File: src/rtl/timer_irq_pkg.sv
package timer_irq_pkg;
  localparam int DATA_W = 8;

  localparam logic [3:0] A_T1LO = 4'd4;
  localparam logic [3:0] A_T1HI = 4'd5;
  localparam logic [3:0] A_L1LO = 4'd6;
  localparam logic [3:0] A_L1HI = 4'd7;
  localparam logic [3:0] A_T2LO = 4'd8;
  localparam logic [3:0] A_T2HI = 4'd9;
  localparam logic [3:0] A_SHDAT = 4'd10;
  localparam logic [3:0] A_AUX = 4'd11;
  localparam logic [3:0] A_FLAG = 4'd13;
  localparam logic [3:0] A_ENAB = 4'd14;

  localparam logic [DATA_W-1:0] BIT_T1 = 8'h40;
  localparam logic [DATA_W-1:0] BIT_SH = 8'h04;
  localparam logic [DATA_W-1:0] FLG_MASK = BIT_T1 | BIT_SH;
  localparam logic [1:0] MODE_FREE = 2'b01;

  typedef struct packed {
    logic t1Lo;
    logic t1Hi;
    logic l1Lo;
    logic l1Hi;
    logic t2Lo;
    logic t2Hi;
    logic shWr;
    logic auxWr;
    logic flgWr;
    logic enWr;
    logic shRd;
  } strobeT;
endpackage

File: src/rtl/timer_irq_cnt.sv
module timer_irq_cnt #(
  parameter int W = 16
) (
  input  logic         clk,
  input  logic         rstN,
  input  logic         tick,
  input  logic         wrLo,
  input  logic         wrHi,
  input  logic [W/2-1:0] data,
  input  logic [W-1:0] reloadVal,
  output logic [W-1:0] count,
  output logic         expire
);
  localparam int HALF = W / 2;
  localparam logic [W-1:0] ONE = {{(W-1){1'b0}}, 1'b1};

  assign expire = tick && !wrLo && !wrHi && (count == '0);

  always_ff @(posedge clk) begin
    if (!rstN) count <= '1;
    else if (wrLo) count <= {count[W-1:HALF], data};
    else if (wrHi) count <= {data, count[HALF-1:0]};
    else if (tick) count <= expire ? reloadVal : count - ONE;
  end

  AST_MERGE_LO: assert property (@(posedge clk) disable iff (!rstN)
    wrLo |=> count == {$past(count[W-1:HALF]), $past(data)});
  AST_MERGE_HI: assert property (@(posedge clk) disable iff (!rstN)
    (wrHi && !wrLo) |=> count == {$past(data), $past(count[HALF-1:0])});
  AST_TICK_DEC: assert property (@(posedge clk) disable iff (!rstN)
    (tick && !wrLo && !wrHi && count != '0) |=> count == $past(count) - ONE);
  AST_HOLD: assert property (@(posedge clk) disable iff (!rstN)
    (!tick && !wrLo && !wrHi) |=> $stable(count));
  AST_RELOAD: assert property (@(posedge clk) disable iff (!rstN)
    expire |=> count == $past(reloadVal));
endmodule

File: src/rtl/timer_irq_ctrl.sv
module timer_irq_ctrl
  import timer_irq_pkg::*;
(
  input  logic   [3:0] addr,
  input  logic         wrEn,
  input  logic         rdEn,
  output strobeT       stb
);
  always_comb begin
    stb = '0;
    if (wrEn) begin
      case (addr)
        A_T1LO:  stb.t1Lo = 1'b1;
        A_T1HI:  stb.t1Hi = 1'b1;
        A_L1LO:  stb.l1Lo = 1'b1;
        A_L1HI:  stb.l1Hi = 1'b1;
        A_T2LO:  stb.t2Lo = 1'b1;
        A_T2HI:  stb.t2Hi = 1'b1;
        A_SHDAT: stb.shWr = 1'b1;
        A_AUX:   stb.auxWr = 1'b1;
        A_FLAG:  stb.flgWr = 1'b1;
        A_ENAB:  stb.enWr = 1'b1;
        default: ;
      endcase
    end
    stb.shRd = rdEn && (addr == A_SHDAT);
  end
endmodule

File: src/rtl/timer_irq_dp.sv
module timer_irq_dp
  import timer_irq_pkg::*;
#(
  parameter int DW = DATA_W
) (
  input  logic          clk,
  input  logic          rstN,
  input  logic          tickEn,
  input  logic          shiftDone,
  input  strobeT        stb,
  input  logic [3:0]    addr,
  input  logic          rdEn,
  input  logic [DW-1:0] wrData,
  output logic [DW-1:0] rdData,
  output logic          irq
);
  localparam int CNT_W = 2 * DW;
  localparam int N_TMR = 2;
  localparam logic [CNT_W-1:0] ONE = {{(CNT_W-1){1'b0}}, 1'b1};

  logic [CNT_W-1:0] latchQ;
  logic [DW-1:0]    auxQ, shQ, flags, enables, pending;
  logic [DW-1:0]    flgSet, flgClr;
  logic             t1Hit, freeMode;

  logic [CNT_W-1:0] cntV [N_TMR];
  logic [CNT_W-1:0] reloadV [N_TMR];
  logic             wrLoV [N_TMR];
  logic             wrHiV [N_TMR];
  logic             expV [N_TMR];

  assign wrLoV[0] = stb.t1Lo;
  assign wrHiV[0] = stb.t1Hi;
  assign wrLoV[1] = stb.t2Lo;
  assign wrHiV[1] = stb.t2Hi;
  assign reloadV[0] = latchQ - ONE;
  assign reloadV[1] = '1;

  for (genvar g = 0; g < N_TMR; g++) begin : gTmr
    timer_irq_cnt #(.W(CNT_W)) i_cnt (
      .clk(clk), .rstN(rstN), .tick(tickEn),
      .wrLo(wrLoV[g]), .wrHi(wrHiV[g]), .data(wrData),
      .reloadVal(reloadV[g]), .count(cntV[g]), .expire(expV[g])
    );
  end

  assign freeMode = (auxQ[DW-1:DW-2] == MODE_FREE);
  assign t1Hit = expV[0] && freeMode;
  assign flgSet = ({DW{t1Hit}} & BIT_T1) | ({DW{shiftDone}} & BIT_SH);
  assign flgClr = (stb.flgWr ? wrData : '0) | (stb.shRd ? BIT_SH : '0);

  always_ff @(posedge clk) begin
    if (!rstN) begin
      latchQ  <= '0;
      auxQ    <= '0;
      shQ     <= '0;
      flags   <= '0;
      enables <= FLG_MASK;
    end else begin
      if (stb.l1Lo) latchQ[DW-1:0] <= wrData;
      if (stb.l1Hi) latchQ[CNT_W-1:DW] <= wrData;
      if (stb.auxWr) auxQ <= wrData;
      if (stb.shWr) shQ <= wrData;
      flags <= ((flags & ~flgClr) | flgSet) & FLG_MASK;
      if (stb.enWr)
        enables <= (wrData[DW-1] ? (enables | wrData) : (enables & ~wrData)) & FLG_MASK;
    end
  end

  assign pending = flags & enables;
  assign irq = |pending;

  always_comb begin
    rdData = '0;
    if (rdEn) begin
      case (addr)
        A_T1LO:  rdData = cntV[0][DW-1:0];
        A_T1HI:  rdData = cntV[0][CNT_W-1:DW];
        A_L1LO:  rdData = latchQ[DW-1:0];
        A_L1HI:  rdData = latchQ[CNT_W-1:DW];
        A_T2LO:  rdData = cntV[1][DW-1:0];
        A_T2HI:  rdData = cntV[1][CNT_W-1:DW];
        A_SHDAT: rdData = shQ;
        A_AUX:   rdData = auxQ;
        A_FLAG:  rdData = {irq, flags[DW-2:0]};
        A_ENAB:  rdData = {1'b0, enables[DW-2:0]};
        default: rdData = '0;
      endcase
    end
  end

  AST_T1_FLAG: assert property (@(posedge clk) disable iff (!rstN)
    (expV[0] && freeMode) |=> flags[6]);
  AST_T1_QUIET: assert property (@(posedge clk) disable iff (!rstN)
    (!flags[6] && !(expV[0] && freeMode)) |=> !flags[6]);
  AST_T2_NO_FLAG: assert property (@(posedge clk) disable iff (!rstN)
    (expV[1] && !expV[0] && !flags[6]) |=> !flags[6]);
  AST_SH_RDCLR: assert property (@(posedge clk) disable iff (!rstN)
    (stb.shRd && !shiftDone) |=> !flags[2]);
  AST_SH_SET: assert property (@(posedge clk) disable iff (!rstN)
    shiftDone |=> flags[2]);
endmodule

File: src/rtl/timer_irq_regs.sv
module timer_irq_regs
  import timer_irq_pkg::*;
#(
  parameter int DW = DATA_W
) (
  input  logic          clk,
  input  logic          rstN,
  input  logic          tickEn,
  input  logic          shiftDone,
  input  logic [3:0]    addr,
  input  logic          wrEn,
  input  logic          rdEn,
  input  logic [DW-1:0] wrData,
  output logic [DW-1:0] rdData,
  output logic          irq
);
  strobeT stb;

  timer_irq_ctrl i_ctrl (
    .addr(addr), .wrEn(wrEn), .rdEn(rdEn), .stb(stb)
  );

  timer_irq_dp #(.DW(DW)) i_dp (
    .clk(clk), .rstN(rstN), .tickEn(tickEn), .shiftDone(shiftDone),
    .stb(stb), .addr(addr), .rdEn(rdEn), .wrData(wrData),
    .rdData(rdData), .irq(irq)
  );
endmodule

File: config.mk
export PLATFORM = sky130hd
export DESIGN_NAME = timer_irq_regs
export DESIGN_NICKNAME = d
export VERILOG_FILES = /design/src/rtl/timer_irq_pkg.sv /design/src/rtl/timer_irq_cnt.sv /design/src/rtl/timer_irq_ctrl.sv /design/src/rtl/timer_irq_dp.sv /design/src/rtl/timer_irq_regs.sv
export SDC_FILE = /design/constraint.sdc
export NUM_CORES = 1
export LEC_CHECK = 0
export CELL_PAD_IN_SITES_DETAIL_PLACEMENT = 1
export CELL_PAD_IN_SITES_GLOBAL_PLACEMENT = 1
export CORE_MARGIN = 2
export CORE_UTILIZATION = 49
export CTS_CLUSTER_DIAMETER = 80
export DETAILED_ROUTE_END_ITERATION = 6
export PLACE_DENSITY_LB_ADDON = 0.3
export RECOVER_POWER = 100
export SLEW_MARGIN = 20
export SYNTH_ARGS = -nofsm -noshare
export SYNTH_HDL_FRONTEND = slang
export SYNTH_HIERARCHICAL = 1
export SYNTH_SLANG_ARGS = --single-unit
export TNS_END_PERCENT = 5
File: constraint.sdc
create_clock -name clk -period 6.1 [get_ports clk]
set_clock_uncertainty 0.05 [all_clocks]
set_input_delay 1.22 -clock clk [delete_from_list [all_inputs] [get_ports clk]]
set_output_delay 1.22 -clock clk [all_outputs]
set_load 0.03 [all_outputs]
After elaboration in Yosys (flattened, before gate mapping). Index checks and enable logic that the tools add are counted.

Flip-flop bits (word level): 68. Output and inout bits: 9. Word-level logic and storage cells: 84.

Add/sub/neg operators: 3. Equal/unequal tests: 13. Multiplexer cells: 24. Bitwise logic cells: 11. Reductions and logical operators: 23.

Operators with widths (number): 16-bit 2-to-1 mux (6); 8-bit case mux with 10 select lines (1); 16-bit by 1-bit subtractor with 16-bit output, second input constant (3); 16-bit zero test (2); 4-bit == test, second input constant (6); 8-bit 2-to-1 mux (3); 7-bit bitwise AND (3); 7-bit bitwise OR (3); 4-bit by 3-bit == test with 1-bit output, second input constant (4); 7-bit 2-to-1 mux (2); 7-bit inverter (2); 1-bit 2-to-1 mux (10); 10-bit 2-to-1 mux (1); 1-bit logical AND (8); 2-bit AND reduction (4); 2-bit nonzero test (4); 8-bit OR reduction (1); 7-bit by 3-bit bitwise OR with 7-bit output (1); 1-bit zero test (4); 2-bit != test, second input constant (2); 3-bit 2-to-1 mux (1); 2-bit by 1-bit == test with 1-bit output, second input constant (1); 1-bit inverter (2).

Longest topological paths before layout. Gate-level depths: netlist of run 1.

Word-level depth: 11. Gate-level depth with buffers: 11. Depth with buffers taken out: 9.

Modules after synthesis. The synthesis of run 1 kept the hierarchy.

By module, submodules not included: timer_irq_cnt (times used 2, cells an instance 167, area an instance 1204.9 um2, seq. area each 320.3 um2); timer_irq_dp (times used 1, cells an instance 273, area an instance 2381.0 um2, seq. area each 720.7 um2); timer_irq_ctrl (times used 1, cells an instance 18, area an instance 97.6 um2, seq. area each 0.0 um2).

Worst setup path after synthesis of run 1. Ideal clock, no wire load.

Path type: input port to output port. Start: input addr[3]. End: output rdData[5]. Arrival: 2768 ps. Path slack: 2062 ps. Stages: 6. Path buffers: 2. Cell sequence: buf_2 nor2b_1 buf_4 a22oi_1 mux4_2 a21oi_1.

Cells in the longest elaborated chain, start to end: 3. Elaborated cells between the ends (all ways): 12. Classes of those cells: eq/ne (10); mux (2).

RTL lines: from (decl) (line timer_irq_regs.sv:10) `input logic [3:0] addr,`; 4-bit == test or 4-bit by 3-bit == test with 1-bit output (tied branches) (line timer_irq_dp.sv:76) `case (addr)`; 8-bit case mux with 10 select lines (*) (line timer_irq_dp.sv:76); 8-bit 2-to-1 mux (*) (line timer_irq_dp.sv:75) `if (rdEn) begin`; to (decl) (line timer_irq_regs.sv:14) `output logic [DW-1:0] rdData,`.

Every way passes the cells marked *; elsewhere a longest branch is shown, timed or not.

Final worst setup path of run 1.
Start: input addr[0]. End: output rdData[2].

The elaborated chain is that of the path after synthesis.

==> qor.txt, run 1 <==
Ports: 27
setup TNS: 0 ns
htree depth: 3
unrepaired setup endpoints after global routing: no
CP Launch Type: input port
dominant cell type by area after synthesis: dfxtp_1
total wire length: 17.7 mm
antenna-violating nets left: 0
Clock Sinks: 68
Worst EP arrival: 4.23 ns
pwr/cell area: 199 nW/um^2
Synthesis Warnings: 6
post-CTS resize count: 0
clock tree buffer depth: 2
Initial Utilization: 50.2%
routed vias: 5129
Post-Syn Area: 4890 sq um
Final min period: 5.50 ns
nets: 664
row count: 36
post-CTS repair timing setup buffer count: 0
Netlist cell types: 65
DRT iter0 DRCs: 368
final instance area: 5460 sq um
required time of the worst setup path: 4.83 ns
largest net degree at the start of global routing: 73
initial antenna violation count: 0
Post-synth EDFFs: 0
worst reg2reg path depth: 8
Max Freq: 182 MHz
DP HPWL: 12.4 mm
die area: 10800 sq um
share of cells above drive strength 1: 6.79%
CTS tree: yes
dpl cell area: 5260 sq um
Leak Pwr: 0.00189 uW
top_reg_cell synth: dfxtp_1
routability cong.: 0.961
DIE HEIGHT: 104 um
outcome: finished, final reports clean
number of global-route vias before repair: 5136
Via density: 6.57
grt ovf: 0
final hold viol count: 0
post-synth top area share: 27.8%
drt drc: 0
Reg clk slew, reported paths: 0.07 ns
hold path depth: 2
Die X: 104 um
max-cap violation count: 0
register area share after synthesis: 27.8%
Max VDD drop: 0.124 mV
GRT Overall Usage: 33.3%
final setup fails: 0
Antenna Cells: 0
PortBufs: 26
fin. max-slew vios: 0
hold_buf cts: 0
crit path capture type: output pin
Post-Syn Instances: 625
Crit Path Class: in -> out
area of the core: 9730 sq um
area grow syn2layout: 11.6%
ys async rst share: 0%
FF+latch count, synth: 68
Avg Cell Area, Syn: 7.82 sq um
fraction of the cycle the final worst path needs: 90.2%
total CTS buffers: 9
most area-consuming cells after synthesis: dfxtp_1 (28%), mux2i_1 (7.4%), nor2b_1 (5.1%)
drt pass-1 iters: 6
CP max FO: 15
worst slew pin tran: 1.11 ns
CTS Root Cell: clkbuf_8
global-route wire length before repair: 28.3 mm
WL per Instance: 22.7 um
Slew HR: 25.5%
Clock Latency Late Sink: 0.36 ns
worst min path class: reg -> reg
-- critical path: stages --
cell,delay [ns]
dlygate4sd3_1,0.92
nor2b_1,0.28
o31ai_2,0.76
a31o_2,0.20
o22ai_1,0.10
dlygate4sd3_1,0.74
-- final timing paths --
kind,startpoint,end,slack (ns)
worst max-delay path,addr[0],rdData[2],0.60
worst min-delay path,flop,flop,0.45
worst max register to register,i_dp/gTmr[0].i_cnt/count[0],i_dp/gTmr[0].i_cnt/count[7],2.99
worst min register to register,flop,flop,0.45
-- flip-flops by register name, summed over array words and instances (netlist names), named ones only --
| signal | flops |
|---|---|
| i_dp/gTmr.i_cnt/count | 32 |
| i_dp/latchQ | 16 |
| i_dp/flags | 2 |
| i_dp/auxQ | 8 |
| i_dp/shQ | 8 |
-- through the flow --
stage,hold WS [ns],utilization [%],power (uW),worst slack (ns),cells
CTS,0.453,56.3,1090,0.868,781
floorplan,0.402,-,596,2.06,640
global placement,0.445,54.1,663,0.963,765
detailed placement,0.448,54.1,669,0.877,765
finish,0.454,56.1,1090,0.601,781
global route,0.473,56.1,1120,0.511,781
-- placed cells by master (no fill, tap or decap), types with 6 or more instances in the layout --
cell,count
inv_1,12
dlygate4sd3_1,9
or3_1,22
nand3_1,15
and3b_1,6
o211ai_1,6
nor3b_1,10
conb_1,16
clkbuf_8,10
mux2i_1,36
a31oi_1,22
buf_4,8
and3_1,13
o2111ai_1,6
o21ai_0,27
nor2b_1,40
dfxtp_1,68
xor2_1,12
nor3_1,26
a311o_1,6
nand3b_1,12
clkdlybuf4s50_1,16
nor2_1,48
a21oi_1,20
nand2_1,63
xnor2_1,12
nor4_1,8
-- synthesized netlist by cell type (all sizes together), types with 3 or more instances --
cell type,instances
a21oi,20
o21ai,27
a22oi,5
o21a,3
nand3b,12
a32oi,4
buf,13
nor2,48
o211ai,6
o2111ai,6
o31ai,5
and3b,6
nor3,28
dfxtp,68
xnor2,12
nor2b,40
a211oi,3
a221oi,4
ha,3
a311o,6
or3,25
nand2b,4
xor2,12
a31oi,22
o41ai,4
nand3,15
mux2i,36
nor4b,3
nor4,9
and2,3
and3,13
a22o,3
nand2,64
nor3b,10
clkbuf,31
inv,12
a21o,5
or4,9
-- routing by layer --
metal,share of wire [%],global-route usage (%),wire length (um),up-vias
met3,7.7,5.58,1360,60
met5,0,0,0,-
li1,-,-,-,2313
met2,47,54.3,8290,232
met1,42,44.1,7480,2524
met4,3.4,12.7,602,0
-- area by class of cell --
cell class	instances	area [sq um]
inverters	14	52.6
repair buffers	36	322
fillers	1230	4270
well taps	133	166
clock inverters	4	72.6
clock buffers	12	145
flip-flops and latches	68	1360
multi-input cells	514	3340
-- report_power, final --
part,internal [uW],leakage (uW),switching (uW)
clock,241,0.000107,184
combinational,70.1,0.00123,108
sequential,457,0.000554,27.5
total,768,0.00189,319
-- cell families (layout without fill, tap and decap cells) --
logic type	Yosys count	in the layout	share of synthesized area, %
mux	39	39	8.52
xor+xnor	24	24	4.30
buf+inv	58	66	4.81
simple gates	296	296	34.4
other cells	1	16	0.0767
compound gates	136	136	19.3
flops	68	68	27.8
fa+ha+maj	3	3	0.768
(Power assumes the default switching activity.)
==> run 2, diff against run 1 <==
Settings changed: MAX_ROUTING_LAYER from default to met4.
==> run 2 against run 1 <==
Compared with the run above: combinational power hardly changed; final cell count is the same; critical path type unchanged; cell area rose by 0.34%; clock power increased by 5.6%; highest routed layer unchanged.
==> qor.txt, run 2 (synthesis gave the netlist of run 1 again) <==
area of the core: 9730 sq um (unchanged)
Max Freq: 184 MHz (+0.92%)
final setup fails: 0 (unchanged)
pwr/cell area: 203 nW/um^2 (+1.9%)
number of global-route vias before repair: 5188 (+1.0%)
Crit Path Class: in -> out
worst slew pin tran: 1.08 ns (-0.0312 ns)
Max VDD drop: 0.152 mV (+23%)
Clock Latency Late Sink: 0.35 ns (about the same)
CTS tree: yes
CP top delay family: buffers and inverters
area grow syn2layout: 12.0%
clock tree buffer depth: 2 (unchanged)
grt ovf: 0 (unchanged)
Reg clk slew, reported paths: 0.07 ns (about the same)
Clock Sinks: 68 (unchanged)
drt pass-1 iters: 5 (-1)
die area: 10800 sq um (unchanged)
DP HPWL: 12.7 mm (+2.0%)
worst min path class: reg -> reg
post-CTS resize count: 0 (unchanged)
fraction of the cycle the final worst path needs: 89.3% (-0.82 points)
drt drc: 0 (unchanged)
share of cells above drive strength 1: 6.94% (+0.15 points)
fin. max-slew vios: 0 (unchanged)
CP dominant cell by count: dlygate4sd3_1
most frequent cells in the layout: dfxtp_1 (68), nand2_1 (63), nor2_1 (48)
Worst EP arrival: 4.18 ns (-0.05 ns)
Initial Utilization: 50.2% (unchanged)
unrepaired setup endpoints after global routing: no
nets: 664 (unchanged)
hold_buf cts: 0 (unchanged)
Slew HR: 27.6% (+2.1 points)
critical path, cell by cell: dlygate4sd3_1, clkbuf_1, nor2_1, and3_1, o21ai_0, a31oi_1, dlygate4sd3_1
global-route wire length before repair: 29.1 mm (+2.8%)
CP Launch Type: input port
Crit path largest cell delay: 0.75 ns (-0.17 ns)
hold path depth: 2 (unchanged)
total CTS buffers: 9 (unchanged)
DIE HEIGHT: 104 um (unchanged)
Die X: 104 um (unchanged)
crit path buf inv count: 3 (+1)
Via density: 6.46 (-1.6%)
row count: 36 (unchanged)
total wire length: 18.2 mm (+2.7%)
Slowest cell on crit path: dlygate4sd3_1
final hold viol count: 0 (unchanged)
most common cell after layout, fill and taps aside: dfxtp_1
antenna-violating nets left: 0 (unchanged)
registers with the most flip-flops: i_dp/gTmr.i_cnt/count: 32 flops, i_dp/latchQ: 16 flops
setup TNS: 0 ns (unchanged)
crit path capture type: output pin
outcome: finished, final reports clean
Final min period: 5.45 ns (-0.0503 ns)
post-CTS repair timing setup buffer count: 0 (unchanged)
required time of the worst setup path: 4.83 ns (about the same)
routed vias: 5046 (-1.6%)
PortBufs: 26 (unchanged)
routability cong.: 0.965 (+0.41%)
CTS Root Cell: clkbuf_8
worst reg2reg path depth: 8 (unchanged)
Largest register FFs: 32 (unchanged)
max-cap violation count: 0 (unchanged)
Hold Slack: 0.462 ns (+0.00788 ns)
initial antenna violation count: 0 (unchanged)
DRT iter0 DRCs: 286 (-22%)
largest reg by FF count: i_dp/gTmr.i_cnt/count
WL per Instance: 23.3 um (+2.7%)
Ports: 27 (unchanged)
largest net degree at the start of global routing: 73 (unchanged)
Antenna Cells: 0 (unchanged)
Worst path depth: 7 (+1)
Leak Pwr: 0.00190 uW (+0.55%)
htree depth: 3 (unchanged)
CP max FO: 19 (+4)
GRT Overall Usage: 35.6% (+2.3 points)
run 2: cell count changes in the layout (fill, tap and decap cells not counted), sizes merged:
cell           previous run  this run
clkdlybuf4s50            16        15
clkbuf                   15        16
clkinv                    3         2
dlygate4sd3               9        10
run 2: worst paths after layout:
check | from | to | slack [ns]
min | flop | flop | 0.46
max | addr[1] | rdData[1] | 0.65
min reg2reg | flop | flop | 0.46
max reg2reg | i_dp/gTmr[0].i_cnt/count[0] | i_dp/gTmr[0].i_cnt/count[7] | 2.79
run 2: worst register-to-register path: stages, from the launching register on:
cell	delay [ns]
dfxtp_1	0.40
inv_1	0.09
ha_1	0.25
or4b_4	0.54
nor3_1	0.64
nand2_1	0.47
inv_1	0.37
nor2_1	0.09
o311ai_0	0.30
run 2: final cells by class:
cell class,instances,area (sq um)
Fill cell,1239,4260
Multi-Input combinational cell,514,3340
Sequential cell,68,1360
Timing Repair Buffer,36,322
Clock buffer,13,169
Tap cell,133,166
Clock inverter,3,67.6
Inverter,14,52.6
run 2: report_power, final:
part           total [uW]  leakage (uW)  switching (uW)  internal, uW
logic                 178       0.00123             108          69.9
clock network         449      0.000116             185           264
registers             485      0.000554            28.0           457
run 2: per-stage QoR:
stage / setup WS [ns] / total power, uW / utilization, % / cell area, sq um / instances
finish: 0.651 / 1110 / 56.3 / 5470 / 781
global route: 0.518 / 1150 / 56.3 / 5470 / 781
CTS: 0.910 / 1110 / 56.5 / 5500 / 781
detailed placement: 0.913 / 669 / 54.1 / 5260 / 765
global placement: 0.939 / 664 / 54.1 / 5260 / 765
floorplan: 2.06 / 596 / - / 4940 / 640
run 2: per-layer routing:
metal,GRT usage (%),vias up,part of all wire [%]
li1,-,2323,-
met2,54.3,192,47
met5,-,-,0
met3,6.70,47,6.2
met4,15.4,0,3.6
met1,46.2,2484,44
